## src/rtl/adc_seq_pkg.sv

```systemverilog
package adc_seq_pkg;
  typedef enum logic [1:0] {
    S_IDLE  = 2'd0,
    S_START = 2'd1,
    S_WAIT  = 2'd2
  } seq_state_e;

  localparam int CTRL_EN_BIT  = 0;
  localparam int CTRL_OS_BIT  = 1;
  localparam int CTRL_SMP_LSB = 2;
endpackage

```

## src/rtl/adc_seq_regs.sv

```systemverilog
module adc_seq_regs
  import adc_seq_pkg::*;
#(
  parameter int NCH  = 8,
  parameter int DW   = 16,
  parameter int SW   = 2,
  parameter int CH_W = 3,
  parameter int AW   = 4
) (
  input  logic            clk_i,
  input  logic            rst_ni,
  input  logic            we_i,
  input  logic            re_i,
  input  logic [AW-1:0]   addr_i,
  input  logic [DW-1:0]   wdata_i,
  output logic [DW-1:0]   rdata_o,
  output logic            en_o,
  output logic            oneshot_o,
  output logic [SW-1:0]   samp_o,
  output logic [NCH-1:0]  dis_o,
  input  logic            res_we_i,
  input  logic [CH_W-1:0] res_ch_i,
  input  logic [DW-1:0]   res_data_i,
  input  logic            done_evt_i,
  input  logic            clr_en_i,
  output logic            irq_o
);
  localparam logic [AW-1:0] A_CTRL = AW'(0);
  localparam logic [AW-1:0] A_CFG  = AW'(1);
  localparam logic [AW-1:0] A_STAT = AW'(2);

  logic en_q, os_q, mask_q, stat_q, flag_q, irq_q;
  logic [SW-1:0]  samp_q;
  logic [NCH-1:0] dis_q;
  logic [DW-1:0]  res_q [NCH];

  logic ctrl_wr, cfg_wr, stat_rd;
  assign ctrl_wr = we_i && (addr_i == A_CTRL);
  assign cfg_wr  = we_i && (addr_i == A_CFG);
  assign stat_rd = re_i && (addr_i == A_STAT);

  always_ff @(posedge clk_i or negedge rst_ni) begin
    if (!rst_ni) begin
      en_q   <= 1'b0;
      os_q   <= 1'b0;
      samp_q <= '0;
      dis_q  <= '0;
      mask_q <= 1'b0;
      stat_q <= 1'b0;
      flag_q <= 1'b0;
      irq_q  <= 1'b0;
    end else begin
      // host write wins over self-clear in the same cycle
      if (ctrl_wr) begin
        en_q   <= wdata_i[CTRL_EN_BIT];
        os_q   <= wdata_i[CTRL_OS_BIT];
        samp_q <= wdata_i[CTRL_SMP_LSB +: SW];
      end else if (clr_en_i) begin
        en_q <= 1'b0;
      end
      if (cfg_wr) begin
        dis_q  <= wdata_i[NCH-1:0];
        mask_q <= wdata_i[NCH];
      end
      if (done_evt_i)                            stat_q <= 1'b1;
      else if (ctrl_wr && wdata_i[CTRL_EN_BIT])  stat_q <= 1'b0;
      if (done_evt_i)   flag_q <= 1'b1;
      else if (stat_rd) flag_q <= 1'b0;
      irq_q <= done_evt_i && !mask_q;
    end
  end

  for (genvar g = 0; g < NCH; g++) begin : g_res
    always_ff @(posedge clk_i or negedge rst_ni) begin
      if (!rst_ni)                                     res_q[g] <= '0;
      else if (res_we_i && (res_ch_i == CH_W'(g)))     res_q[g] <= res_data_i;
    end
  end

  always_comb begin
    rdata_o = '0;
    if (addr_i[AW-1]) begin
      rdata_o = res_q[addr_i[CH_W-1:0]];
    end else begin
      case (addr_i)
        A_CTRL: begin
          rdata_o[CTRL_EN_BIT]          = en_q;
          rdata_o[CTRL_OS_BIT]          = os_q;
          rdata_o[CTRL_SMP_LSB +: SW]   = samp_q;
        end
        A_CFG: begin
          rdata_o[NCH-1:0] = dis_q;
          rdata_o[NCH]     = mask_q;
        end
        A_STAT: begin
          rdata_o[0] = stat_q && os_q;
          rdata_o[1] = flag_q;
        end
        default: rdata_o = '0;
      endcase
    end
  end

  assign en_o      = en_q;
  assign oneshot_o = os_q;
  assign samp_o    = samp_q;
  assign dis_o     = dis_q;
  assign irq_o     = irq_q;

  p_done_clears_en_r2: assert property (@(posedge clk_i) disable iff (!rst_ni)
    (done_evt_i && !ctrl_wr) |=> !en_q);
  p_irq_single_r7: assert property (@(posedge clk_i) disable iff (!rst_ni)
    irq_o |=> !irq_o);
  p_flag_read_clear_r8: assert property (@(posedge clk_i) disable iff (!rst_ni)
    (stat_rd && !done_evt_i) |=> !flag_q);
endmodule

```

## src/rtl/adc_seq_ctrl.sv

```systemverilog
module adc_seq_ctrl
  import adc_seq_pkg::*;
#(
  parameter int NCH  = 8,
  parameter int CH_W = 3
) (
  input  logic            clk_i,
  input  logic            rst_ni,
  input  logic            en_i,
  input  logic            oneshot_i,
  input  logic [NCH-1:0]  dis_i,
  input  logic            sup_ok_i,
  input  logic            conv_done_i,
  output logic            start_o,
  output logic [CH_W-1:0] ch_o,
  output logic            res_we_o,
  output logic            done_evt_o,
  output logic            clr_en_o
);
  seq_state_e state_q, state_d;
  logic [CH_W-1:0] ch_q, ch_d;
  logic [NCH-1:0]  act;
  logic            any_act, nxt_found;
  logic [CH_W-1:0] first_ch, nxt_ch;

  assign act     = ~dis_i;
  assign any_act = |act;

  // lowest active channel overall, and lowest active channel above ch_q
  always_comb begin
    first_ch  = '0;
    nxt_ch    = '0;
    nxt_found = 1'b0;
    for (int i = NCH - 1; i >= 0; i--) begin
      if (act[i]) first_ch = CH_W'(i);
      if (act[i] && (i > int'(ch_q))) begin
        nxt_ch    = CH_W'(i);
        nxt_found = 1'b1;
      end
    end
  end

  always_comb begin
    state_d    = state_q;
    ch_d       = ch_q;
    res_we_o   = 1'b0;
    done_evt_o = 1'b0;
    clr_en_o   = 1'b0;
    case (state_q)
      S_IDLE: begin
        if (en_i && oneshot_i && !any_act) begin
          clr_en_o = 1'b1;
        end else if (en_i && sup_ok_i && any_act) begin
          ch_d    = first_ch;
          state_d = S_START;
        end
      end
      S_START: begin
        state_d = (en_i && sup_ok_i) ? S_WAIT : S_IDLE;
      end
      S_WAIT: begin
        if (!en_i || !sup_ok_i) begin
          state_d = S_IDLE;
        end else if (conv_done_i) begin
          res_we_o = 1'b1;
          if (nxt_found) begin
            ch_d    = nxt_ch;
            state_d = S_START;
          end else if (oneshot_i) begin
            done_evt_o = 1'b1;
            clr_en_o   = 1'b1;
            state_d    = S_IDLE;
          end else if (any_act) begin
            ch_d    = first_ch;
            state_d = S_START;
          end else begin
            state_d = S_IDLE;
          end
        end
      end
      default: state_d = S_IDLE;
    endcase
  end

  always_ff @(posedge clk_i or negedge rst_ni) begin
    if (!rst_ni) begin
      state_q <= S_IDLE;
      ch_q    <= '0;
    end else begin
      state_q <= state_d;
      ch_q    <= ch_d;
    end
  end

  assign start_o = (state_q == S_START);
  assign ch_o    = ch_q;

  p_idle_no_supply_r1: assert property (@(posedge clk_i) disable iff (!rst_ni)
    !sup_ok_i |=> (state_q == S_IDLE));
  p_abort_now_r9: assert property (@(posedge clk_i) disable iff (!rst_ni)
    !en_i |=> (state_q == S_IDLE));
  p_skip_masked_r4: assert property (@(posedge clk_i) disable iff (!rst_ni)
    ((state_q == S_START) && ($past(state_q) == S_WAIT))
      |-> (($past(dis_i) & (NCH'(1) << ch_q)) == '0));
  p_store_only_in_wait_r9: assert property (@(posedge clk_i) disable iff (!rst_ni)
    res_we_o |-> ($past(state_q) != S_IDLE));
endmodule

```

## src/rtl/adc_scan_seq.sv

```systemverilog
module adc_scan_seq
  import adc_seq_pkg::*;
#(
  parameter  int NCH  = 8,
  parameter  int DW   = 16,
  parameter  int SW   = 2,
  localparam int CH_W = $clog2(NCH),
  localparam int AW   = CH_W + 1
) (
  input  logic            clk_i,
  input  logic            rst_ni,
  input  logic            vac_ok_i,
  input  logic            vbat_ok_i,
  input  logic            host_we_i,
  input  logic            host_re_i,
  input  logic [AW-1:0]   host_addr_i,
  input  logic [DW-1:0]   host_wdata_i,
  output logic [DW-1:0]   host_rdata_o,
  output logic            conv_start_o,
  output logic [CH_W-1:0] conv_chan_o,
  output logic [SW-1:0]   conv_setting_o,
  input  logic            conv_done_i,
  input  logic [DW-1:0]   conv_data_i,
  output logic            irq_o,
  output logic            reg_pwr_req_o
);
  logic            en, oneshot, res_we, done_evt, clr_en;
  logic [NCH-1:0]  dis;
  logic [CH_W-1:0] ch;

  adc_seq_regs #(.NCH(NCH), .DW(DW), .SW(SW), .CH_W(CH_W), .AW(AW)) u_regs (
    .clk_i      (clk_i),
    .rst_ni     (rst_ni),
    .we_i       (host_we_i),
    .re_i       (host_re_i),
    .addr_i     (host_addr_i),
    .wdata_i    (host_wdata_i),
    .rdata_o    (host_rdata_o),
    .en_o       (en),
    .oneshot_o  (oneshot),
    .samp_o     (conv_setting_o),
    .dis_o      (dis),
    .res_we_i   (res_we),
    .res_ch_i   (ch),
    .res_data_i (conv_data_i),
    .done_evt_i (done_evt),
    .clr_en_i   (clr_en),
    .irq_o      (irq_o)
  );

  adc_seq_ctrl #(.NCH(NCH), .CH_W(CH_W)) u_ctrl (
    .clk_i       (clk_i),
    .rst_ni      (rst_ni),
    .en_i        (en),
    .oneshot_i   (oneshot),
    .dis_i       (dis),
    .sup_ok_i    (vac_ok_i || vbat_ok_i),
    .conv_done_i (conv_done_i),
    .start_o     (conv_start_o),
    .ch_o        (ch),
    .res_we_o    (res_we),
    .done_evt_o  (done_evt),
    .clr_en_o    (clr_en)
  );

  assign conv_chan_o   = ch;
  assign reg_pwr_req_o = en;
endmodule

```

## config.mk

```make
export PLATFORM = sky130hd
export DESIGN_NAME = adc_scan_seq
export DESIGN_NICKNAME = d
export VERILOG_FILES = /design/src/rtl/adc_seq_pkg.sv /design/src/rtl/adc_seq_regs.sv /design/src/rtl/adc_seq_ctrl.sv /design/src/rtl/adc_scan_seq.sv
export SDC_FILE = /design/constraint.sdc
export NUM_CORES = 1
export LEC_CHECK = 0
export ABC_AREA = 1
export BUFFER_PORTS_ARGS = -buffer_cell sky130_fd_sc_hd__buf_2
export CORE_MARGIN = 10
export CORE_UTILIZATION = 53
export DETAILED_ROUTE_END_ITERATION = 6
export PLACE_DENSITY = 0.81
export SYNTH_ARGS = -nofsm -noshare
export SYNTH_HDL_FRONTEND = slang
export SYNTH_SLANG_ARGS = --single-unit
```

## constraint.sdc

```tcl
create_clock -name clk_i -period 1.7 [get_ports clk_i]
set_input_delay 0.34 -clock clk_i [delete_from_list [all_inputs] [get_ports clk_i]]
set_output_delay 0.34 -clock clk_i [all_outputs]
set_load 0.01 [all_outputs]
```

Word level (Yosys, flattened, before mapping)
Index checks and enable logic that the tools add are counted.
W data, S select, Z words.
- equal/unequal tests: 18
- bitwise operators: 2
- multiplexer cells: 62
- order comparisons: 8
- reductions and logical operators: 41
- operators with widths (operator ; number):
    $mux W3 ; 22
    $bmux W16 S3 ; 1
    $mux W16 ; 3
    $logic_and A1 B1 Y1 ; 25
    $mux W1 ; 23
    $mux W2 ; 7
    $eq A3 B3 Y1 const B ; 4
    $gt A3 B3 Y1 const A ; 4
    $pmux W2 S3 ; 2
    $not A8 Y8 ; 1
    $reduce_bool A2 Y1 ; 4
    $reduce_or A8 Y1 ; 1
    $reduce_and A7 Y1 ; 1
    $eq A3 B2 Y1 const B ; 2
    $gt A2 B3 Y1 const A ; 2
    $ne A2 B2 Y1 const B ; 3
    $ne A3 B2 Y1 const B ; 2
    $pmux W3 S2 ; 1
    $mux W5 ; 1
    $eq A4 B1 Y1 const B ; 1
    $eq A4 B2 Y1 const B ; 1
    $ge A4 B4 Y1 const B ; 1
    $logic_not A1 Y1 ; 4
    $logic_not A4 Y1 ; 1
    other kinds (13) ; 14
- bits in registers: 149
- input port bits: 43
- word-level logic and storage cells: 149

Logic depth before layout (Yosys ltp)
- depth in word-level cells: 15
- depth in mapped cells: 11
- mapped depth without buffers: 10

Hierarchy
From an unflattened synthesis, not the netlist that was laid out.
- cells, all modules: 976
- area, all modules: 7355.8 sq um
- by module, submodules not included (module ; times used ; cells each ; area each (sq um)):
    adc_seq_regs ; 1 ; 870 ; 6747.7
    adc_seq_ctrl ; 1 ; 103 ; 596.8
    adc_scan_seq ; 1 ; 3 ; 11.3

Worst setup path before layout
OpenSTA, ideal clock, no wires.
- path type: in2out
- from: in host_addr_i[0]
- to: out host_rdata_o[13]
- path buffers: 2
- data required time: 1.360 ns
- cell stages on the path: 7
- arrival: 1.446 ns
- slack: -0.086 ns
- cell sequence: buf_2 -> nor2_1 -> clkbuf_1 -> nand2_1 -> o211ai_1 -> o21ai_0 -> a21oi_1
- word-level cells in the longest chain between the ends: 5
- ends and longest elaborated chain (item ; line ; source):
    from (decl) ; adc_scan_seq.sv:16 ; input logic [AW-1:0] host_addr_i,
    $not A3 Y4 (implied by the code) ; adc_seq_regs.sv:83 ; rdata_o = res_q[addr_i[CH_W-1:0]];
    $bmux W16 S3 ; adc_seq_regs.sv:83 ;
    $mux W16 (implied by the code) (2 in series) ; adc_seq_regs.sv:83 ;
    $mux W16 ; adc_seq_regs.sv:82 ; if (addr_i[AW-1]) begin
    to (decl) ; adc_scan_seq.sv:18 ; output logic [DW-1:0] host_rdata_o,
No other way between the ends. The select of a mux whose other input is x is not followed.

Worst setup path in the final report
- from: reg u_regs.res_q[65] (netlist name)
- to: out host_rdata_o[1]
- word-level cells in the longest chain between the ends: 4
- ends and longest elaborated chain (item ; line ; source):
    from (decl) ; adc_seq_regs.sv:35 ; logic [DW-1:0] res_q [NCH];
    from (signal, indexed assignment) ; adc_seq_regs.sv:76 ; else if (res_we_i && (res_ch_i == CH_W'(g))) res_q[g] <= res_data_i;
    $bmux W16 S3 ; adc_seq_regs.sv:83 ;
    $mux W16 (implied by the code) (2 in series) ; adc_seq_regs.sv:83 ;
    $mux W16 ; adc_seq_regs.sv:82 ;
No other way between the ends. The select of a mux whose other input is x is not followed.

==> results.py <==
metrics = {
    "pwr": {
        "powerDensity_nw_per_um2": 1038,
        "pwr-share-comb_pct": 16.1,
        "cellLeakagePower_nw": 4.228,
        "power.switching_mw": 2.573,
        "ir_worst_vdd_v": 0.0009751,
        "power_report.internal_total_mw": 6.606,
        "power_frac_clock_pct": 40.3,
        "power.share.sequential_pct": 43.7,
        "power.share.switching_pct": 28.03,
    },
    "timing": {
        "rsz0062_at_grt": "yes",
        "fmaxAchievable_mhz": 529.1,
        "fin_worst_skew_ns": 0.007188,
        "post_layout_min_period_ns": 1.890,
        "setup_ws_final_ns": -0.1899,
        "setup_viol": 16,
        "tightestPinTransition_ns": 0.4131,
        "hold_slack_ns": 0.1613,
        "maxSlewViolCount": 0,
        "hold_viol_final": 0,
        "maxSlewHeadroom_pct": 72.17,
        "period_share_pct": 111.2,
    },
    "hold_path": {
        "holdCritPathClass": "input pin to flip-flop",
        "start_point_of_the_worst_min_delay_path": "host_wdata_i[8]",
    },
    "cts": {
        "cts_max_path_buffers": 2,
        "clock_latency_ns": 0.42,
        "numClockSinks": 149,
        "tritoncts": "yes",
        "register_clock_pin_slew_on_the_reported_worst_setup_and_hold_paths_ns": 0.06,
        "h_tree_levels": 4,
        "cts_buffers": 17,
        "root_buffer": "sky130_fd_sc_hd__clkbuf_16",
    },
    "critical_path": {
        "worst_path_bufs_invs": 1,
        "crit_path_max_fanout": 2,
        "worst_r2r_startpoint": "u_ctrl.state_q[0]",
        "path_cells": "nor2_1 > o211ai_1 > nand3_1 > o2111ai_1 > buf_2",
        "setup.worst_path.end_class": "output pin",
        "worst_ep_arrival_time_ns": 1.55,
        "crit_slowest_cell": "sky130_fd_sc_hd__dfrtp_1",
        "path_class": "flip-flop to output pin",
        "critical_path_required_ns": 1.36,
        "critical-path-max-stage-delay_ns": 0.40,
        "worstSetupStartpointType": "flip-flop",
        "worst_path_dominant_cell_family": "flip-flops",
        "startpoint_of_the_worst_setup_timing_path": "u_regs.res_q[65]",
    },
    "layout": {
        "antenna_cells": 0,
        "nets": 968,
        "drive_above_1_share_pct": 22.28,
        "flow.area_growth_from_synthesis_pct": 30.36,
        "instances_no_fill": 1110,
        "register_area_sq_um": 3731,
        "fillCellCount": 898,
        "multiInputGateArea_sq_um": 2815,
    },
    "placement": {
        "placed_cells": 1049,
        "post-place-ws_ns": -0.2169,
        "io_buffers": 59,
        "detailedPlacementHpwl_um": 11970,
        "globalplace.congestion": 0.8885,
    },
    "floorplan": {
        "floorplan.die_area_sq_um": 17720,
        "fp.dieW_um": 133.1,
        "initial_utilization_pct": 53.98,
        "rows": 41,
        "ios": 67,
        "fp.coreArea_sq_um": 12570,
        "die_h_um": 133.1,
    },
    "logic_synthesis": {
        "post_syn_area_sq_um": 6784,
        "synth_area_per_cell_sq_um": 8.344,
        "yosys.cell_count.top_type": "sky130_fd_sc_hd__nand2_1",
        "post_synth_num_cell_types": 28,
        "number_of_flops_mapped_to_enable_cells_by_yosys": 0,
        "ys_seq_area_share_pct": 54.96,
        "netlist_instances": 813,
        "synthesis.nets": 856,
        "synth-main-ff-cell": "sky130_fd_sc_hd__dfrtp_1",
        "synth-seq-cells": 149,
        "post_synth_main_area_contributors": "sky130_fd_sc_hd__dfrtp_1, sky130_fd_sc_hd__nand2_1, sky130_fd_sc_hd__o21ai_0, sky130_fd_sc_hd__nor2_1, sky130_fd_sc_hd__inv_1",
        "synth_largest_type_area_fraction_pct": 54.96,
        "synthArstFlopShare_pct": 100.0,
        "ys.warnings.count": 0,
        "synthDominantAreaCellType": "sky130_fd_sc_hd__dfrtp_1",
        "synth_top_cells_by_count": "sky130_fd_sc_hd__nand2_1, sky130_fd_sc_hd__o21ai_0, sky130_fd_sc_hd__dfrtp_1",
    },
    "global_routing": {
        "grt_antenna_before_repair": 0,
        "number_of_global_route_vias_before_repair": 6406,
        "wire_length_of_the_first_global_routing_pass_um": 33470,
        "global_route.overflow_total": 0,
        "largest_net_degree_at_the_start_of_global_routing": 51,
        "grt_util_all_layers_pct": 23.26,
    },
    "outcome": {
        "violations": "setup timing",
        "outcome": "finished, violations left",
    },
    "route": {
        "postRouteWirelength_um": 21440,
        "route.antenna.remaining_nets": 0,
        "detailed_router_iteration_count_before_antenna_repair": 6,
        "dr_total_vias": 6582,
        "drtIter0Drc": 791,
        "drc": 0,
        "avgViaCountPerCell": 5.930,
        "routed_wire_length_per_instance_um": 19.31,
    },
    "job": {
        "max-cap-violations": 0,
    },
}
[power groups by stage]
stage / sequential (mW) / clock (mW) / combinational [mW]
after floorplan: 3.98 / 0 / 0.734
after global placement: 4.03 / 0 / 1.20
final: 4.01 / 3.70 / 1.47
after global routing: 4.04 / 3.87 / 1.63
after CTS: 3.99 / 3.73 / 1.34
after detailed placement: 4.04 / 0 / 1.24
[stage by stage]
stage	total power, mW	instance area (sq um)	TNS [ns]	util [%]
floorplan	4.718	6799	0	-
global placement	5.233	7685	-2.313	61.14
detailed placement	5.274	7685	-2.461	61.14
CTS	9.060	8556	-1.728	68.07
global route	9.538	8843	-3.076	70.36
finish	9.179	8843	-1.812	70.36
[state kept, by name, indices dropped and copies added (netlist names)]
signal            cells
u_ctrl.ch_o           3
u_regs.oneshot_o      1
u_regs.en_o           1
u_regs.dis_o          8
u_regs.mask_q         1
u_regs.res_q        128
u_ctrl.state_q        2
u_regs.stat_q         1
u_regs.samp_o         2
u_regs.flag_q         1
u_regs.irq_o          1
[cells in the final DEF, fill, tap and decap left out, types with 3 or more instances in the layout]
master / instances
sky130_fd_sc_hd__o21ai_0: 144
sky130_fd_sc_hd__nand4_1: 11
sky130_fd_sc_hd__a21oi_1: 18
sky130_fd_sc_hd__inv_2: 3
sky130_fd_sc_hd__buf_2: 54
sky130_fd_sc_hd__buf_12: 19
sky130_fd_sc_hd__clkbuf_8: 5
sky130_fd_sc_hd__a221oi_2: 6
sky130_fd_sc_hd__clkbuf_16: 20
sky130_fd_sc_hd__buf_6: 15
sky130_fd_sc_hd__o21ai_1: 40
sky130_fd_sc_hd__a21oi_2: 3
sky130_fd_sc_hd__buf_4: 45
sky130_fd_sc_hd__nor2_1: 56
sky130_fd_sc_hd__inv_6: 3
sky130_fd_sc_hd__inv_1: 39
sky130_fd_sc_hd__nand2_2: 8
sky130_fd_sc_hd__nor2_4: 3
sky130_fd_sc_hd__o21ai_2: 3
sky130_fd_sc_hd__o2111ai_1: 6
sky130_fd_sc_hd__dfrtp_1: 147
sky130_fd_sc_hd__a221oi_1: 6
sky130_fd_sc_hd__nor2_2: 3
sky130_fd_sc_hd__o211ai_1: 14
sky130_fd_sc_hd__nand2_1: 222
sky130_fd_sc_hd__nand3_1: 17
[final timing paths]
path	cells after the start	slack, ns	end
worst max-delay path	5	-0.19	host_rdata_o[1]
worst min-delay path	2	0.16	u_regs.mask_q
worst max register to register	8	0.01	u_regs.res_q[17]
worst min register to register	1	0.46	u_regs.irq_o
max in group asynchronous	3	0.73	u_regs.res_q[39]
min in group asynchronous	2	0.38	u_regs.res_q[0]
[what timing repair did]
action	in CTS	in global routing
setup endpoints to repair	21	148
gates cloned	3	2
resized for setup	55	37
pin swaps	15	17
setup buffers	5	18
endpoints found under the hold margin	27	0
hold buffers	1	0
[metal layers]
metal / routed length (um) / part of all wire, % / up-vias / GRT usage [%]
met2: 10280 / 48 / 388 / 37.58
met1: 8230 / 38 / 3151 / 29.74
li1: - / - / 2968 / -
met4: 694 / 3.2 / 0 / 7.739
met5: 0 / 0 / - / 0
met3: 2232 / 10 / 75 / 6.165
[logic make-up after synthesis]
| logic type | share of synthesized area, % |
|---|---|
| multiplexers | 0.1660 |
| AO/OA/AOI/OAI | 19.88 |
| buffers and inverters | 5.607 |
| AND/OR/NAND/NOR | 19.38 |
| flip-flops | 54.96 |
[area by class of cell]
class / count / area share, %
clock buffers: 23 / 5.631
inverters: 43 / 1.882
clock inverters: 9 / 1.019
repair buffers: 141 / 15.01
well taps: 172 / 2.433
flip-flops and latches: 149 / 42.19
multi-input cells: 573 / 31.83
[worst reg2reg max path: stages, from the launching register on]
cell	delay, ns
sky130_fd_sc_hd__dfrtp_1	0.37
sky130_fd_sc_hd__inv_1	0.10
sky130_fd_sc_hd__nand2_2	0.08
sky130_fd_sc_hd__nor3_4	0.15
sky130_fd_sc_hd__buf_4	0.17
sky130_fd_sc_hd__nand4_1	0.09
sky130_fd_sc_hd__buf_4	0.18
sky130_fd_sc_hd__clkbuf_16	0.19
sky130_fd_sc_hd__o21ai_0	0.25
No activity file was read; power rests on OpenSTA's default activity.
